<file path="src/rtl/pw_pkg.sv">
package pw_pkg;
  localparam int ADDR_W  = 10;
  localparam int DATA_W  = 8;
  localparam int PAGE_W  = 2;
  localparam int WIN_LOG = 5;
  localparam int BANK_LOG = 3;
  localparam int CTL_AW  = PAGE_W + WIN_LOG;
  localparam int N_LINES = 3;

  typedef enum logic [BANK_LOG-1:0] {
    OFF_ID0   = 3'd0,
    OFF_ID1   = 3'd1,
    OFF_VER   = 3'd2,
    OFF_LED   = 3'd3,
    OFF_PAGE  = 3'd4,
    OFF_MODE  = 3'd5,
    OFF_STRAP = 3'd6,
    OFF_SPARE = 3'd7
  } bank_off_e;

  typedef struct packed {
    logic       share;
    logic       win_en;
    logic [2:0] win_sel;
  } mode_t;
endpackage

</file>
<file path="src/rtl/pw_addr_decode.sv">
module pw_addr_decode
  import pw_pkg::*;
#(
  parameter int                BUS_AW    = ADDR_W,
  parameter logic [BUS_AW-1:0] BANK_BASE = 10'h150,
  parameter logic [BUS_AW-1:0] WIN_BASE  = 10'h100
) (
  input  logic              clk,
  input  logic              rst_n,
  input  logic [BUS_AW-1:0] addr,
  input  logic [1:0]        base_sel,
  input  mode_t             mode,
  input  logic [PAGE_W-1:0] page,
  output logic              bank_hit,
  output bank_off_e         bank_off,
  output logic              win_hit,
  output logic [CTL_AW-1:0] ctl_addr
);
  localparam int HI = BUS_AW - 1;

  logic [BUS_AW-1:0] bank_start;
  logic [BUS_AW-1:0] win_start;
  logic              in_win;

  always_comb begin
    bank_start = BANK_BASE + (BUS_AW'(base_sel) << BANK_LOG);
    win_start  = WIN_BASE + (BUS_AW'(mode.win_sel) << WIN_LOG);
    bank_hit   = (addr[HI:BANK_LOG] == bank_start[HI:BANK_LOG]);
    bank_off   = bank_off_e'(addr[BANK_LOG-1:0]);
    in_win     = (addr[HI:WIN_LOG] == win_start[HI:WIN_LOG]);
    win_hit    = mode.win_en && in_win && !bank_hit;
    ctl_addr   = {page, addr[WIN_LOG-1:0]};
  end


  bank_beats_win_chk: assert property (@(posedge clk) disable iff (!rst_n)
    bank_hit |-> !win_hit);
endmodule

</file>
<file path="src/rtl/pw_reg_bank.sv">
module pw_reg_bank
  import pw_pkg::*;
#(
  parameter logic [DATA_W-1:0] ID0     = 8'hF6,
  parameter logic [DATA_W-1:0] ID1     = 8'hB9,
  parameter logic [DATA_W-1:0] VERSION = 8'h03
) (
  input  logic              clk,
  input  logic              rst_n,
  input  logic              wr_en,
  input  bank_off_e         off,
  input  logic [DATA_W-1:0] wdata,
  input  logic [4:0]        strap,
  output logic              led,
  output logic [PAGE_W-1:0] page,
  output mode_t             mode,
  output logic [DATA_W-1:0] rdata
);
  logic              led_q;
  logic [PAGE_W-1:0] page_q;
  mode_t             mode_q;

  always_ff @(posedge clk or negedge rst_n) begin
    if (!rst_n) begin
      led_q  <= 1'b0;
      page_q <= '0;
      mode_q <= '0;
    end else if (wr_en) begin
      case (off)
        OFF_LED:  led_q  <= wdata[0];
        OFF_PAGE: page_q <= wdata[PAGE_W-1:0];
        OFF_MODE: mode_q <= '{share: wdata[5], win_en: wdata[6], win_sel: wdata[2:0]};
        default:  ;
      endcase
    end
  end

  always_comb begin
    rdata = '0;
    case (off)
      OFF_ID0:   rdata = ID0;
      OFF_ID1:   rdata = ID1;
      OFF_VER:   rdata = VERSION;
      OFF_LED:   rdata = {{(DATA_W-1){1'b0}}, led_q};
      OFF_PAGE:  rdata = {{(DATA_W-PAGE_W){1'b0}}, page_q};
      OFF_MODE:  rdata = {1'b0, mode_q.win_en, mode_q.share, 2'b00, mode_q.win_sel};
      OFF_STRAP: rdata = {2'b00, strap, 1'b0};
      default:   rdata = '0;
    endcase
  end

  assign led  = led_q;
  assign page = page_q;
  assign mode = mode_q;


  led_write_chk: assert property (@(posedge clk) disable iff (!rst_n)
    (wr_en && off == OFF_LED) |=> led == $past(wdata[0]));

  page_hold_chk: assert property (@(posedge clk) disable iff (!rst_n)
    !(wr_en && off == OFF_PAGE) |=> $stable(page));

  mode_hold_chk: assert property (@(posedge clk) disable iff (!rst_n)
    !(wr_en && off == OFF_MODE) |=> $stable(mode));
endmodule

</file>
<file path="src/rtl/pw_irq_route.sv">
module pw_irq_route
  import pw_pkg::*;
(
  input  logic               clk,
  input  logic               rst_n,
  input  logic               irq_in,
  input  logic [1:0]         jsel,
  input  logic               share,
  output logic [N_LINES-1:0] irq_oe,
  output logic [N_LINES-1:0] irq_lvl
);
  logic               irq_q;
  logic [N_LINES-1:0] sel_vec;

  always_ff @(posedge clk or negedge rst_n) begin
    if (!rst_n) irq_q <= 1'b0;
    else        irq_q <= irq_in;
  end

  always_comb begin
    case (jsel)
      2'b11:   sel_vec = 3'b001;
      2'b01:   sel_vec = 3'b010;
      2'b10:   sel_vec = 3'b100;
      default: sel_vec = 3'b000;
    endcase
  end

  for (genvar i = 0; i < N_LINES; i++) begin : g_line
    localparam bit SHAREABLE = (i != 0);
    logic od_mode;
    assign od_mode    = SHAREABLE && share;
    assign irq_oe[i]  = sel_vec[i] && (od_mode ? irq_q : 1'b1);
    assign irq_lvl[i] = sel_vec[i] && irq_q;
  end


  irq_single_line_chk: assert property (@(posedge clk) disable iff (!rst_n)
    $onehot0(irq_oe));

  share_release_chk: assert property (@(posedge clk) disable iff (!rst_n)
    (share && jsel != 2'b11 && !$past(irq_in)) |-> irq_oe == '0);
endmodule

</file>
<file path="src/rtl/pagewin_bus_decoder.sv">
module pagewin_bus_decoder
  import pw_pkg::*;
#(
  parameter logic [ADDR_W-1:0] BANK_BASE = 10'h150,
  parameter logic [ADDR_W-1:0] WIN_BASE  = 10'h100,
  parameter logic [DATA_W-1:0] ID0       = 8'hF6,
  parameter logic [DATA_W-1:0] ID1       = 8'hB9,
  parameter logic [DATA_W-1:0] VERSION   = 8'h03
) (
  input  logic              clk,
  input  logic              rst_n,
  input  logic [9:0]        bus_addr,
  input  logic              bus_rd,
  input  logic              bus_wr,
  input  logic [7:0]        bus_wdata,
  output logic [7:0]        bus_rdata,
  output logic              bus_rd_en,
  input  logic [4:0]        strap,
  output logic              led_on,
  output logic              ctl_cs,
  output logic              ctl_rd,
  output logic              ctl_wr,
  output logic [6:0]        ctl_addr,
  output logic [7:0]        ctl_wdata,
  input  logic [7:0]        ctl_rdata,
  input  logic              ctl_irq,
  output logic [2:0]        irq_oe,
  output logic [2:0]        irq_lvl
);
  logic              bank_hit;
  bank_off_e         bank_off;
  logic              win_hit;
  logic [PAGE_W-1:0] page;
  mode_t             mode;
  logic [DATA_W-1:0] bank_rdata;

  pw_addr_decode #(
    .BUS_AW(ADDR_W), .BANK_BASE(BANK_BASE), .WIN_BASE(WIN_BASE)
  ) u_dec (
    .clk(clk), .rst_n(rst_n), .addr(bus_addr), .base_sel(strap[1:0]),
    .mode(mode), .page(page), .bank_hit(bank_hit), .bank_off(bank_off),
    .win_hit(win_hit), .ctl_addr(ctl_addr)
  );

  pw_reg_bank #(.ID0(ID0), .ID1(ID1), .VERSION(VERSION)) u_regs (
    .clk(clk), .rst_n(rst_n), .wr_en(bus_wr && bank_hit), .off(bank_off),
    .wdata(bus_wdata), .strap(strap), .led(led_on), .page(page),
    .mode(mode), .rdata(bank_rdata)
  );

  pw_irq_route u_irq (
    .clk(clk), .rst_n(rst_n), .irq_in(ctl_irq), .jsel(strap[4:3]),
    .share(mode.share), .irq_oe(irq_oe), .irq_lvl(irq_lvl)
  );

  always_comb begin
    ctl_cs    = win_hit;
    ctl_rd    = win_hit && bus_rd;
    ctl_wr    = win_hit && bus_wr;
    ctl_wdata = bus_wdata;
    bus_rd_en = bus_rd && (bank_hit || win_hit);
    if (!bus_rd)       bus_rdata = '0;
    else if (bank_hit) bus_rdata = bank_rdata;
    else if (win_hit)  bus_rdata = ctl_rdata;
    else               bus_rdata = '0;
  end


  win_needs_enable_chk: assert property (@(posedge clk) disable iff (!rst_n)
    ctl_cs |-> mode.win_en);
endmodule

</file>
<file path="config.mk">
export PLATFORM = sky130hd
export DESIGN_NAME = pagewin_bus_decoder
export DESIGN_NICKNAME = d
export VERILOG_FILES = /design/src/rtl/pw_pkg.sv /design/src/rtl/pw_addr_decode.sv /design/src/rtl/pw_reg_bank.sv /design/src/rtl/pw_irq_route.sv /design/src/rtl/pagewin_bus_decoder.sv
export SDC_FILE = /design/constraint.sdc
export NUM_CORES = 1
export LEC_CHECK = 0
export ABC_CLOCK_PERIOD_IN_PS = 6410
export BUFFER_PORTS_ARGS = -buffer_cell sky130_fd_sc_hd__buf_2
export CAP_MARGIN = 20
export CORE_ASPECT_RATIO = 0.9
export CORE_MARGIN = 5
export CORE_UTILIZATION = 45
export CTS_BUF_LIST = sky130_fd_sc_hd__clkbuf_8
export CTS_CLUSTER_SIZE = 24
export DETAILED_ROUTE_END_ITERATION = 10
export PLACE_DENSITY = 0.88
export SLEW_MARGIN = 40
export SYNTH_ARGS = -nofsm -noshare
export SYNTH_HDL_FRONTEND = slang
export SYNTH_HIERARCHICAL = 1
export SYNTH_SLANG_ARGS = --single-unit
</file>
<file path="constraint.sdc">
create_clock -name clk -period 6.41 [get_ports clk]
set_input_delay 1.923 -clock clk [delete_from_list [all_inputs] [get_ports clk]]
set_output_delay 1.923 -clock clk [all_outputs]
set_load 0.01 [all_outputs]
</file>
==> impl.org, run 1 <==
** Die
- Initial Util :: 0.488
- Die W :: 58.7 um
- The die covers roughly 0.0032 mm2.
- In this run the core area contains 15 standard-cell rows.
- In this run the standard cell core region covers between 0.0015 and 0.002 mm2.
- During I/O placement, the number of pins put on the boundary was 70.
- Die Height :: about 54 um

** Route
- Vias post-DR :: roughly 900
- For this block, the routed nets add up to around 2700 um of wire.
- The first TritonRoute pass finished after 4 iterations.
- For this run, design rule violations remaining after detail routing come to 0.
- Mean number of vias per cell :: 5.46
- The detailed router finished its first iteration with 15 violations.
- Remaining antenna violation count after routing :: 0
- In the final routed layout, each cell accounts on average for roughly 16 um.

** STA
- The number of pins exceeding their max-slew limit in the final report was 0.
- In the finished design, the share of the clock period the worst path needs comes to 0.869.
- Worst clock skew on the final layout :: 0 ns
- Setup repair after global routing missed its margin :: false
- Slew HR :: 0.586
- The worst path needs roughly 5.6 ns of the cycle, external delays included.
- The tightest hold path in the finished design has a slack of ~0.54 ns.
- Count of endpoints failing setup in the final report :: 0
- For this run, the top clock speed supported by timing is 180 MHz.
- Final setup TNS :: 0 ns
- Transition at the pin with the smallest max-transition slack :: slightly above 0.6 ns
- Fin. Hold Viols :: 0

** Power
- Leakage power :: between 0.6 and 0.7 nW
- Power density cells :: around 140 mW/mm2
- Across the VDD grid, the largest voltage drop is between 0.0001 and 0.00015 V.

** Synthesis
- In the synthesized netlist the dominant register cell turns out to be dfrtp_1.
- The synthesized design contains 9 register bits.
- Synthesis produced approximately 100 cells.
- Net count after synthesis :: around 130
- Post-synth design cell area :: 962 um2
- Part of the Yosys area used for sequential elements :: 0.234
- The average instance in the mapped netlist occupies slightly below 10 um2.
- Yosys printed 6 warnings.
- In this run, synthesis inferred 0 flip-flops with an integrated enable.
- Share of flip-flops with an asynchronous set or reset after synthesis :: 1.00
- The number of different library cells used by synthesis comes to 43.

** Worst setup path
- Critical Path RT :: roughly 4.5 ns
- Cell with the biggest individual delay on the critical path :: or3b_1
- Critical path type :: input pin to output port
- The worst setup path is launched from an input pin.
- The signal on the critical path passes through buf_2 -> or3b_1 -> a211oi_2 -> nor4_1 -> and2_4 -> a32o_1 -> buf_2.
- CP peak stage delay :: 0.41 ns
- By instance count, the cell type seen most on the critical path is buf_2.
- Biggest fanout along the worst timing path :: 8
- Largest delay contributor family on the critical path :: simple AND/OR/NAND/NOR gates
- CP Capture Type :: output port
- For the worst setup path, the data arrival time is 3.64 ns.
- Counting both buffers and inverters, the worst setup path holds a total of 2.

** Cells and area
- The repair_antennas step left the layout with diodes totalling 0.
- The final layout contains 179 nets.
- Summing all non-filler instances in the final layout gives an area of 0.00117 mm2.
- Layout area overhead :: 22.1%
- Share of cells above drive strength 1 :: 0.606

** Placement
- The count of buffers added on input and output ports is between 60 and 70.
- Instance area at placement :: 0.00113 mm2
- Routability-driven placement finished with a final weighted congestion of 0.829.
- Detailed placement finished with a half-perimeter wire length of between 2000 and 2500 um.

** Status
- The run finished with clean final reports.

** Global routing
- For this run, the total global-route usage over all layers was measured as 0.178.
- Entering global routing, the biggest net connects 16 pins.
- Initial antenna violation count :: 0
- Via count of the first global-routing pass :: 930
- Global-route wire length before repair :: between 4000 and 5000 um
- After global routing the overflow that remains totals 0.

** Clock network
- TritonCTS created 3 clock buffers.
- The longest clock path from root to sink contains 2 buffers.
- CTS Root Buffer Type :: clkbuf_8
- In this run the number of H-tree levels came out at 1.
- TritonCTS built the clock tree.
- TritonCTS Sinks :: 9
- The number of gates resized after CTS was 0.
- The clock reaches the later pin of the worst-skew pair after around 0.23 ns.
- Number of buffers added for setup after CTS :: 0
- Number of hold buffers added after CTS :: 0
- Clock-pin slew on the worst setup and hold paths :: roughly 0.04 ns

** Min path
- The path class of the tightest hold or removal check is flop to flop.

** Run
- Max-cap violation count :: 0
-- logic make-up (layout without fill, tap and decap cells) --
logic type,after synthesis,after routing,share of synthesized area
compound gates,22,22,0.189
xor+xnor,4,4,0.0364
buf+inv,26,70,0.198
flops,9,9,0.234
mux,8,8,0.105
simple gates,29,29,0.238
-- worst paths after layout --
| kind | start | endpoint | slack, ns | depth (start not counted) |
|---|---|---|---|---|
| worst max-delay path | bus_addr[5] | bus_rdata[1] | 0.84 | 7 |
| max in group asynchronous | rst_n | u_regs/page[1] | 4.70 | 1 |
| worst min-delay path | u_regs/led | u_regs/led | 0.54 | 1 |
| worst max register to register | u_regs/mode[0] | u_regs/mode[0] | 5.57 | 1 |
| worst min register to register | u_regs/led | u_regs/led | 0.54 | 1 |
| min in group asynchronous | rst_n | u_regs/mode[0] | 1.53 | 1 |
-- per-layer routing --
layer | part of all wire | track usage | wire (um) | vias to the layer above
met3 | 0.095 | 0.0432 | 253 | 9
met2 | 0.52 | 0.314 | 1380 | 50
li1 | - | - | - | 443
met1 | 0.36 | 0.189 | 962 | 410
met4 | 0.030 | 0.117 | 79 | 0
met5 | 0 | 0 | 0 | -
-- registers in the layout, summed over array words and instances, names as in the netlist --
signal,flops
u_regs/mode,5
u_regs/page,2
u_regs/led,1
u_irq/irq_q,1
-- synthesized netlist by cell type, types with 2 or more instances --
master   instances  area (um2)
and2_1           3        18.8
xor2_1           3        26.3
nand4_2          2        25.0
a32o_1           7        70.1
buf_4           18         135
a31o_2           2        17.5
buf_2            2        10.0
nand3_1          2        10.0
and3_2           2        15.0
buf_6            3        33.8
mux2_2           4        45.0
o22ai_1          2        12.5
dfrtp_1          9         225
and3b_1          2        17.5
inv_1            3        11.3
nor3b_1          2        15.0
mux2_4           3        45.0
a21oi_1          3        15.0
o21ai_0          2        10.0
-- layout make-up --
class	count	area, um2
Fill cell	183	796
Multi-Input combinational cell	63	547
Timing Repair Buffer	63	315
Sequential cell	9	225
Clock buffer	3	41.3
Tap cell	25	31.3
Inverter	3	11.3
Clock inverter	1	3.75
-- layout by cell type (no fill, tap or decap), types with 3 or more instances in the layout --
cell,Yosys,routed
clkbuf_8,0,3
inv_1,3,4
dfrtp_1,9,9
a32o_1,7,7
a21oi_1,3,3
mux2_2,4,4
xor2_1,3,3
and2_1,3,3
buf_2,2,63
mux2_4,3,3
-- where the power goes --
part | leakage, nW | internal [mW] | switching (mW)
Sequential | 0.123 | 0.0582 | 0.00112
Clock | 0.0269 | 0.0416 | 0.0210
Combinational | 0.514 | 0.0173 | 0.0198
Total | 0.664 | 0.117 | 0.0419
-- through the flow --
stage | cells | utilization | setup slack [ns] | power (mW)
floorplan | 98 | - | 1.00 | 0.0854
global placement | 163 | 0.573 | 0.946 | 0.0957
detailed placement | 163 | 0.573 | 0.838 | 0.0969
CTS | 167 | 0.596 | 0.837 | 0.162
global route | 167 | 0.596 | 0.668 | 0.168
finish | 167 | 0.596 | 0.842 | 0.159
No activity file was read; power rests on OpenSTA's default activity.
==> run 2: changes to the inputs <==
Settings changed: ABC_AREA set to 1, BUFFER_PORTS_ARGS -buffer_cell sky130_fd_sc_hd__buf_2 to unset, DONT_BUFFER_PORTS set to 1, PLACE_DENSITY 0.88 to unset.
==> run 2 against run 1 <==
  * Worst setup slack better by 0.51 ns
  * Non-clock buffer count fell by 63
  * Core utilization shrank 15 points
  * Design area fell by 15%
  * Clock skew is the same
  * Via count increased by 12%
  * Final cell count grew 22%
  * Synthesized area grew 12%
  * Synthesized cell count rose by 100%
  * Hold slack got worse by 0.011 ns
  * Largest power group unchanged
==> impl.org, run 2 <==
** Status
- Outcome :: complete, no violations

** Clock network
- Post-cts sizing count :: 0 (unchanged)
- The number of H-tree levels came to 1 (unchanged).
- CTS Root Buffer Type :: clkbuf_8
- The total clock sinks was 9 (unchanged).
- The clock latency of the later-clocked register in the worst-skew pair was 0.23 ns (about the same).
- The buffer levels on the longest clock path is 2 (unchanged).
- The number of buffers inserted by hold repair at cts is 0 (unchanged).
- The clock-pin slew reported for the worst setup and hold paths after clock tree synthesis came to 0.04 ns (about the same).
- The post-CTS setup buffer count came to 0 (unchanged).
- TritonCTS clock tree :: done
- The CTS buffer count was 3 (unchanged).

** STA
- The final cycle utilization of the critical path came to 0.788 (-0.0803).
- Setup repair after global routing left no endpoint under its margin.
- The smallest setup slack after layout is 1.36 ns (+0.515 ns).
- The peak clock frequency supported by timing was 198 MHz (+10%).
- The number of pins exceeding their max-slew limit in the final report was 0 (unchanged).
- The transition time at the pin with the least slew margin is 0.438 ns (-0.178 ns).
- Fin. Hold Viols :: 0 (unchanged)
- Slew HR :: 0.708 (+0.122)
- Final setup TNS :: 0 ns (unchanged)
- Count of endpoints failing setup in the final report :: 0 (unchanged)
- The minimum clock period after layout is 5.05 ns (-0.515 ns).
- The worst setup skew after layout is 0 ns (unchanged).

** Cells and area
- Layout area overhead :: -7.99%
- Final cell utilization of the core :: 0.444 (-0.153)
- The flip-flop count of the largest register after layout came to 5 (unchanged).
- The library cell used most frequently in the layout, excluding fill and tap cells, is nand2_1.
- The number of diodes is 0 (unchanged).
- The total non-filler cell area in the finished layout was 995 um2 (-15%).
- The final layout net count is 214 (+20%).
- Most used cells in the layout excluding fill and tap cells :: nand2_1 (74), inv_1 (33), nor2_1 (20)
- Share of cells above drive strength 1 :: 0.0678 (-0.538)

** Worst setup path
- STA classifies the critical path endpoint as an output port.
- STA classifies the critical path startpoint as an input pin.
- The data required time at the worst endpoint was 4.49 ns (about the same).
- Critical path type :: input pin to output port
- The arrival time of the worst setup path came to 3.13 ns (-0.51 ns).
- Biggest fanout along the worst timing path :: 11 (+3)

** Synthesis
- Yosys warns :: 6 (unchanged)
- The net count after synthesis is 232 (+73%).
- Leading area contributor after synthesis :: nand2_1
- EDFF count, synth :: 0 (unchanged)
- The sequential cell area fraction in the yosys report is 0.208 (-0.0257).
- By area the synthesized netlist is led by nand2_1 (26%), dfrtp_1 (21%), buf_4 (13%).
- Sorting the synthesized cells by how often they occur yields nand2_1 (74), inv_1 (32), nor2_1 (20).
- Share of flip-flops with an asynchronous set or reset after synthesis :: 1.00 (unchanged)
- Cell with the most instances after synthesis :: nand2_1
- In the synthesized netlist the dominant register cell turns out to be dfrtp_1.
- Number of library cell types mapped by synthesis :: 18 (-58%)
- Syn Area/Cell :: 5.52 um2 (-44%)
- The number of synthesized register bits is 9 (unchanged).
- The cell area after synthesis is 0.00108 mm2 (+12%).
- The proportion of netlist area held by the largest area contributor came to 0.257 (+0.0229).
- The cell count after synthesis was 196 (+100%).

** Placement
- The count of input and output buffers came to 0 (-100%).
- The placer's final routability congestion estimate was 0.780 (-5.9%).
- The detailed-placement wirelength estimate is 2040 um (-8.6%).
- The post-placement worst setup slack came to 1.34 ns (+0.504 ns).
- The area after detailed placement came to 950 um2 (-16%).

** Die
- Die area :: 0.00348 mm2 (+10%)
- Number of placement rows :: 16 (+1)
- Core footprint :: 0.00224 mm2 (+14%)
- Initial Util :: 0.482 (-0.00611)
- Die Height :: 56.5 um (+4.9%)
- The total I/O pin count was 70 (unchanged).
- The overall die width came to 61.7 um (+5.0%).

** Global routing
- Initial antenna violation count :: 0 (unchanged)
- Overall fraction of global-route tracks in use :: 0.142 (-0.0363)
- Global-route wire length before repair :: 3800 um (-8.9%)
- The number of global-route vias before repair is 876 (-5.8%).
- The leftover overflow at the end of global routing was 0 (unchanged).
- Maximum number of pins on one net before global-route repair :: 23 (+7)

** Power
- Leakage power :: 0.636 nW (-4.3%)
- Power Total :: 140 uW (-12%)
- Power density cells :: 141 mW/mm2 (+4.0%)
- The peak supply drop came to 0.0000953 V (-25%).

** Run
- The total of max-cap violations is 0 (unchanged).

** Route
- Mean number of vias per cell :: 5.01 (-8.2%)
- The DRC violations left came to 0 (unchanged).
- The number of nets with antenna violations after routing was 0 (unchanged).
- The violation count after the first detailed-routing iteration is 22 (+7).
- Vias post-DR :: 1023 (+12%)
- DRT Wirelength :: 2460 um (-7.8%)
- The routed length per instance is 12.1 um (-25%).
- The detailed-router iteration count before antenna repair came to 4 (unchanged).

** Min path
- The path class of the tightest hold or removal check is flop to flop.
==> run 2: worst max-delay path, cell delays in order <==
cell     delay (ns)
inv_1          0.05
nand2_1        0.05
nor2_1         0.10
nand2_1        0.07
nor2_2         0.37
nor2_1         0.20
nand2_2        0.11
inv_2          0.09
nand2_1        0.08
nand2_1        0.09
==> run 2: routing by layer <==
metal  wire (um)  global-route usage  up-vias  part of all wire
met3         241              0.0275        5             0.098
met5           0                   0        -                 0
met4          38              0.0636        0             0.015
met2        1090               0.226       46              0.44
li1            -                   -      539                 -
met1        1090               0.179      433              0.44
==> run 2: path summary, 6_finish.rpt <==
path,start,slack (ns),cells after the start,to
min in group asynchronous,rst_n,1.39,0,u_regs/mode[0]
max reg2reg,u_regs/page[1],5.72,2,u_regs/page[1]
min reg2reg,u_regs/mode[4],0.53,2,u_regs/mode[4]
max in group asynchronous,rst_n,4.96,0,u_regs/mode[2]
max,bus_addr[9],1.36,10,bus_rdata[5]
min,u_regs/mode[4],0.53,2,u_regs/mode[4]
==> run 2: power breakdown <==
part / internal [mW] / switching [mW] / leakage (nW)
combinational: 0.00671 / 0.0119 / 0.486
sequential: 0.0581 / 0.000983 / 0.123
clock: 0.0415 / 0.0207 / 0.0269
total: 0.106 / 0.0336 / 0.636
==> run 2: area by class of cell <==
type / instances / area (um2)
fill: 263 / 1250
multi-input combinational: 128 / 553
sequential: 9 / 225
inverter: 36 / 138
clock buffer: 3 / 41.3
tap: 27 / 33.8
clock inverter: 1 / 3.75
==> run 2: metrics by stage <==
stage                     hold WS, ns  cells
after floorplan                 0.465    196
after global placement          0.512    200
after detailed placement        0.521    200
after CTS                       0.534    204
after global routing            0.563    204
final                           0.533    204
==> run 2: kinds of logic (layout without fill, tap and decap cells) <==
group	after synthesis	after routing	synth area share
AND/OR/NAND/NOR	125	125	0.498
buffers and inverters	59	40	0.280
flip-flops	9	9	0.208
AO/OA/AOI/OAI	3	3	0.0139
